**config.mk**
```make
export PLATFORM = sky130hd
export DESIGN_NAME = attn_serial_ctrl
export DESIGN_NICKNAME = d
export VERILOG_FILES = /design/src/rtl/attn_ctrl_pkg.sv /design/src/rtl/attn_ctrl_sync.sv /design/src/rtl/attn_ctrl_datapath.sv /design/src/rtl/attn_serial_ctrl.sv
export SDC_FILE = /design/constraint.sdc
export NUM_CORES = 1
export LEC_CHECK = 0
export BUFFER_PORTS_ARGS = -buffer_cell sky130_fd_sc_hd__buf_2
export CORE_ASPECT_RATIO = 1.4
export CORE_MARGIN = 2
export CORE_UTILIZATION = 45
export DETAILED_ROUTE_END_ITERATION = 8
export PLACE_DENSITY = 0.73
export SLEW_MARGIN = 20
export SYNTH_ARGS = -nofsm -noshare
export SYNTH_HDL_FRONTEND = slang
export SYNTH_SLANG_ARGS = --single-unit
```
**constraint.sdc**
```tcl
create_clock -name clk -period 0.8 [get_ports clk]
set_input_delay 0.12 -clock clk [delete_from_list [all_inputs] [get_ports clk]]
set_output_delay 0.12 -clock clk [all_outputs]
set_load 0.03 [all_outputs]
```
**src/rtl/attn_ctrl_pkg.sv**
```systemverilog
package attn_ctrl_pkg;
  // Strobes passed from the control side to the datapath.
  typedef struct packed {
    logic shiftBit;   // synchronized serial clock rose
    logic loadLatch;  // synchronized latch enable fell
  } ctrlStrobe_t;
endpackage

```
**src/rtl/attn_ctrl_sync.sv**
```systemverilog
module attn_ctrl_sync
  import attn_ctrl_pkg::*;
#(
  parameter int SYNC_STAGES = 2
) (
  input  logic        clk,
  input  logic        rstN,
  input  logic        serClk,
  input  logic        serData,
  input  logic        serLe,
  output ctrlStrobe_t strobes,
  output logic        dataBit
);
  localparam int LAST = SYNC_STAGES - 1;

  logic [LAST:0] clkSync;
  logic [LAST:0] dataSync;
  logic [LAST:0] leSync;
  logic          clkPrev;
  logic          lePrev;

  always_ff @(posedge clk) begin
    if (!rstN) begin
      clkSync  <= '0;
      dataSync <= '0;
      leSync   <= '0;
      clkPrev  <= 1'b0;
      lePrev   <= 1'b0;
    end else begin
      clkSync  <= {clkSync[LAST-1:0], serClk};
      dataSync <= {dataSync[LAST-1:0], serData};
      leSync   <= {leSync[LAST-1:0], serLe};
      clkPrev  <= clkSync[LAST];
      lePrev   <= leSync[LAST];
    end
  end

  // Data runs through the same depth as the clock, so the two stay aligned.
  assign strobes.shiftBit  = clkSync[LAST] & ~clkPrev;
  assign strobes.loadLatch = ~leSync[LAST] & lePrev;
  assign dataBit           = dataSync[LAST];
endmodule

```
**src/rtl/attn_ctrl_datapath.sv**
```systemverilog
module attn_ctrl_datapath
  import attn_ctrl_pkg::*;
#(
  parameter int CODE_W = 5,
  parameter int STAGES = 2,
  localparam int WORD_W = CODE_W * STAGES
) (
  input  logic              clk,
  input  logic              rstN,
  input  ctrlStrobe_t       strobes,
  input  logic              dataBit,
  input  logic              loopEnIn,
  output logic [WORD_W-1:0] latchWord,
  output logic [WORD_W-1:0] sectionEn,
  output logic              updateStrobe,
  output logic              attnPathSel,
  output logic              mixerPathSel
);
  logic [WORD_W-1:0] shiftReg;
  logic              pathReg;

  always_ff @(posedge clk) begin
    if (!rstN) begin
      shiftReg     <= '0;
      latchWord    <= '0;
      updateStrobe <= 1'b0;
      pathReg      <= 1'b1;
    end else begin
      // Newest bit enters at bit 0; the first bit sent ends up at the top.
      if (strobes.shiftBit) shiftReg <= {shiftReg[WORD_W-2:0], dataBit};
      if (strobes.loadLatch) latchWord <= shiftReg;
      updateStrobe <= strobes.loadLatch;
      pathReg      <= loopEnIn;
    end
  end

  // Binary-weighted sections: code bit k drives the 2^k dB section of its stage.
  for (genvar s = 0; s < STAGES; s++) begin : g_stage
    for (genvar k = 0; k < CODE_W; k++) begin : g_section
      assign sectionEn[s*CODE_W + k] = latchWord[s*CODE_W + k];
    end
  end

  assign attnPathSel  = pathReg;
  assign mixerPathSel = ~pathReg;
endmodule

```
**src/rtl/attn_serial_ctrl.sv**
```systemverilog
module attn_serial_ctrl
  import attn_ctrl_pkg::*;
#(
  parameter int CODE_W      = 5,
  parameter int SYNC_STAGES = 2,
  localparam int STAGES = 2,
  localparam int WORD_W = CODE_W * STAGES
) (
  input  logic              clk,
  input  logic              rstN,
  input  logic              serClk,
  input  logic              serData,
  input  logic              serLe,
  input  logic              loopEnIn,
  output logic [CODE_W-1:0] stage1Code,
  output logic [CODE_W-1:0] stage2Code,
  output logic [WORD_W-1:0] sectionEn,
  output logic              updateStrobe,
  output logic              attnPathSel,
  output logic              mixerPathSel
);
  ctrlStrobe_t       strobes;
  logic              dataBit;
  logic [WORD_W-1:0] latchWord;

  attn_ctrl_sync #(.SYNC_STAGES(SYNC_STAGES)) u_sync (
    .clk     (clk),
    .rstN    (rstN),
    .serClk  (serClk),
    .serData (serData),
    .serLe   (serLe),
    .strobes (strobes),
    .dataBit (dataBit)
  );

  attn_ctrl_datapath #(.CODE_W(CODE_W), .STAGES(STAGES)) u_dp (
    .clk          (clk),
    .rstN         (rstN),
    .strobes      (strobes),
    .dataBit      (dataBit),
    .loopEnIn     (loopEnIn),
    .latchWord    (latchWord),
    .sectionEn    (sectionEn),
    .updateStrobe (updateStrobe),
    .attnPathSel  (attnPathSel),
    .mixerPathSel (mixerPathSel)
  );

  assign stage1Code = latchWord[CODE_W-1:0];
  assign stage2Code = latchWord[WORD_W-1:CODE_W];
endmodule

```
### After elaboration in Yosys (flattened, before gate mapping)

Index checks and enable logic that the tools add are counted.

* register bits: 30
* input port bits: 6
* output and inout port bits: 23

* bitwise logic cells: 5

Operators by type and width (number)
* $not 1->1: 3
* $and 1x1->1: 2

### Longest topological paths before layout

* depth after elaboration: 2
* depth in mapped cells: 3
* depth with buffers taken out: 2

### Modules after synthesis

From an unflattened synthesis, not the netlist that was laid out.

* cells, all modules: 97
* area total of the unflattened synthesis: 1107.3 µm²

By module, submodules not included
* attn_ctrl_datapath: times used 1, cells each 79, area each 884.6 µm², sequential area each 440.4 µm²
* attn_ctrl_sync: times used 1, cells each 18, area each 222.7 µm², sequential area each 160.2 µm²

### Worst setup path before layout

OpenSTA, ideal clock, no wires.

* path type: reg2out
* from: register u_dp.latchWord[0]
* to: output port stage1Code[0]
* data arrival time: 0.718 ns
* path slack: -0.038 ns
* stages on the path, launching flop included: 2
* buffers on the path: 1
* cells stage by stage: dfxtp_1 buf_4

RTL lines
* start, declared: line attn_ctrl_datapath.sv:13 `output logic [WORD_W-1:0] latchWord,`
* start signal, assigned: line attn_ctrl_datapath.sv:31 `if (strobes.loadLatch) latchWord <= shiftReg;`
* end, declared: line attn_serial_ctrl.sv:15 `output logic [CODE_W-1:0] stage1Code,`

No word-level cell between the ends.

### Worst setup path after layout

* from: register u_dp.pathReg (netlist: u_dp.attnPathSel)
* to: output port mixerPathSel

* longest elaborated chain between the ends: 1

Ends and longest elaborated chain
* start, declared: line attn_ctrl_datapath.sv:20 `logic pathReg;`
* start signal, assigned: line attn_ctrl_datapath.sv:33 `pathReg <= loopEnIn;`
* $not 1->1: line attn_ctrl_datapath.sv:45 `assign mixerPathSel = ~pathReg;`
* end, declared: line attn_serial_ctrl.sv:20 `output logic mixerPathSel`

Every way passes these cells.

==> results.json <==
{
  "hold_depth": 2,
  "grt_overflow_total": 0,
  "dr.first_iter.drc_count": 3,
  "syn_inst": 99,
  "dpl.cell_count": 140,
  "clk_latency_ps": 320,
  "dieArea_sq_um": 2840,
  "finalClockSkew_ps": 6.71,
  "cts_made_buffers": 5,
  "final.setup.worst_slack_ps": -148,
  "place.gp.congestion": 0.667,
  "rows": 21,
  "htreeDepth": 2,
  "arrival_ps": 830,
  "most-common-layout-cells": "nand2_1 (21), mux2i_1 (20), buf_6 (20)",
  "port_buffers": 28,
  "synth.avg_cell_area_sq_um": 11.0,
  "path_class": "reg2out",
  "dr.pass1.iters": 4,
  "fmax_mhz": 1050,
  "ir_worst_vdd_mv": 1.50,
  "num_vias": 698,
  "viasPerCell": 4.65,
  "start_util_pct": 46.6,
  "setup-tns-final_ps": -4400,
  "clockBufferDepth": 2,
  "syn_to_final_growth_pct": 35.2,
  "timing.slew.headroom_pct": 91.2,
  "min_period_over_period_pct": 119,
  "diodes": 0,
  "core_sq_um": 2340,
  "synth_fp_nets": 105,
  "antenna_found_initial": 0,
  "netlist_area_sq_um": 1090,
  "crit_path_start_kind": "register",
  "powerDensity_nw_per_um2": 1730,
  "end_kind": "output pin",
  "die_h_um": 62.2,
  "report.final.slew_viol_count": 0,
  "post-dp-hpwl_mm": 1.01,
  "violations": "setup timing",
  "r2r_end": "u_dp.latchWord[1]",
  "track_usage_pct": 13.1,
  "critPathRequiredTime_ps": 680,
  "grt_pass1_wl_mm": 2.69,
  "worstHoldStart": "rstN",
  "drc": 0,
  "status": "complete, but fails checks",
  "cts_tree": "yes",
  "synth_cell_types": 10,
  "io_pins": 29,
  "final_layout_size_suffix_gt1_share_pct": 44.9,
  "clk_pin_slew_ps": 80,
  "first_global_vias": 640,
  "hold_viol": 0,
  "post_cts_buffers": 0,
  "synth-warning-count": 0,
  "tightest_slew_ps": 129,
  "cts_root_buf": "clkbuf_4",
  "rsz0062_at_grt": "true",
  "antenna_left": 0,
  "wl_per_cell_um": 10.6,
  "p_leak_nw": 0.606,
  "holdWs_ps": 108,
  "synth_seq_area_share_pct": 55.1,
  "cts.sinks": 30,
  "synth_seq_cells": 30,
  "ff2ff_path_depth": 3,
  "die_w_um": 45.6,
  "fin_nets": 134,
  "finalCriticalPeriod_ps": 948,
  "setup-violations-final": 44,
  "routed_wl_mm": 1.59,
  "holdPathEnd": "u_dp.attnPathSel",
  "pre_cts_slack_ps": -76.0,
  "hold_path_class": "in2reg",
  "fin_cells": 150,
  "layout_commonest_cell": "nand2_1",
  "rrSetupSlack_ps": -110,
  "regToRegStartpoint": "u_sync.lePrev",
  "grt_max_degree": 17,
  "cap_violations": 0,
  "crit_fanout": 2
}
==> logic make-up after synthesis <==
logic type / Yosys count / share of synthesized area, %
mux: 20 / 18.4
buf+inv: 16 / 10.9
simple gates: 33 / 15.6
flops: 30 / 55.1
==> where the power goes <==
group	internal (mW)	leakage, nW	switching [mW]
registers	1.51	0.250	0.00839
clock network	0.395	0.0302	0.466
logic	0.0932	0.326	0.0663
==> routing by layer <==
metal	GRT usage, %	up-vias	share of wire (%)
li1	-	362	-
met1	15.7	313	45
met5	0	-	0
met2	18.0	18	46
met4	7.72	0	2.5
met3	7.27	5	5.6
==> worst max path at each step <==
stage / start / to / cells after the start
3_3_place_gp: u_sync.lePrev / u_dp.latchWord[0] / 3
3_5_place_dp: u_sync.clkSync[1] / u_dp.shiftReg[2] / 3
6_report: u_dp.attnPathSel / mixerPathSel / 2
5_1_grt: u_dp.attnPathSel / mixerPathSel / 2
4_1_cts: u_dp.latchWord[8] / sectionEn[8] / 1
2_1_floorplan: u_sync.lePrev / u_dp.latchWord[0] / 3
==> synthesized netlist by cell type <==
library cell	instances	area share, %
nor2b_4	2	2.5
and2_1	9	5.2
buf_6	2	2.1
or2b_1	1	0.69
dfxtp_1	30	55
buf_4	11	7.6
nand2_1	21	7.2
inv_1	1	0.34
mux2i_1	20	18
buf_2	2	0.92
==> area by class of cell <==
cell class,instances,area (sq um)
clock buffer,6,51.3
tap,23,28.8
inverter,1,3.75
timing repair buffer,37,400
multi-input combinational,53,370
fill,190,865
sequential,30,619
==> repair_timing <==
item,CTS,global route
endpoints found under the hold margin,4,0
endpoints found under the setup margin,44,44
resized for setup,37,10
hold buffers,4,0
==> stage by stage <==
step                util (%)  area [sq um]  power, mW
floorplan                  -          1100       1.64
global placement        53.2          1240       1.69
detailed placement      53.2          1240       1.69
CTS                     61.5          1440       2.57
global route            63.0          1470       2.63
finish                  63.0          1470       2.54
==> state kept, by name (all words and copies together), names as in the netlist <==
register           cells
u_dp.latchWord        10
u_dp.shiftReg         10
u_sync.clkSync         2
u_sync.dataSync        2
u_sync.leSync          2
u_dp.attnPathSel       1
u_dp.updateStrobe      1
u_sync.clkPrev         1
u_sync.lePrev          1
==> critical path: stages, from the launching register on <==
cell and delay (ps):
dfxtp_2 350, inv_2 40, buf_6 120
Power figures use the tool's default switching activity.
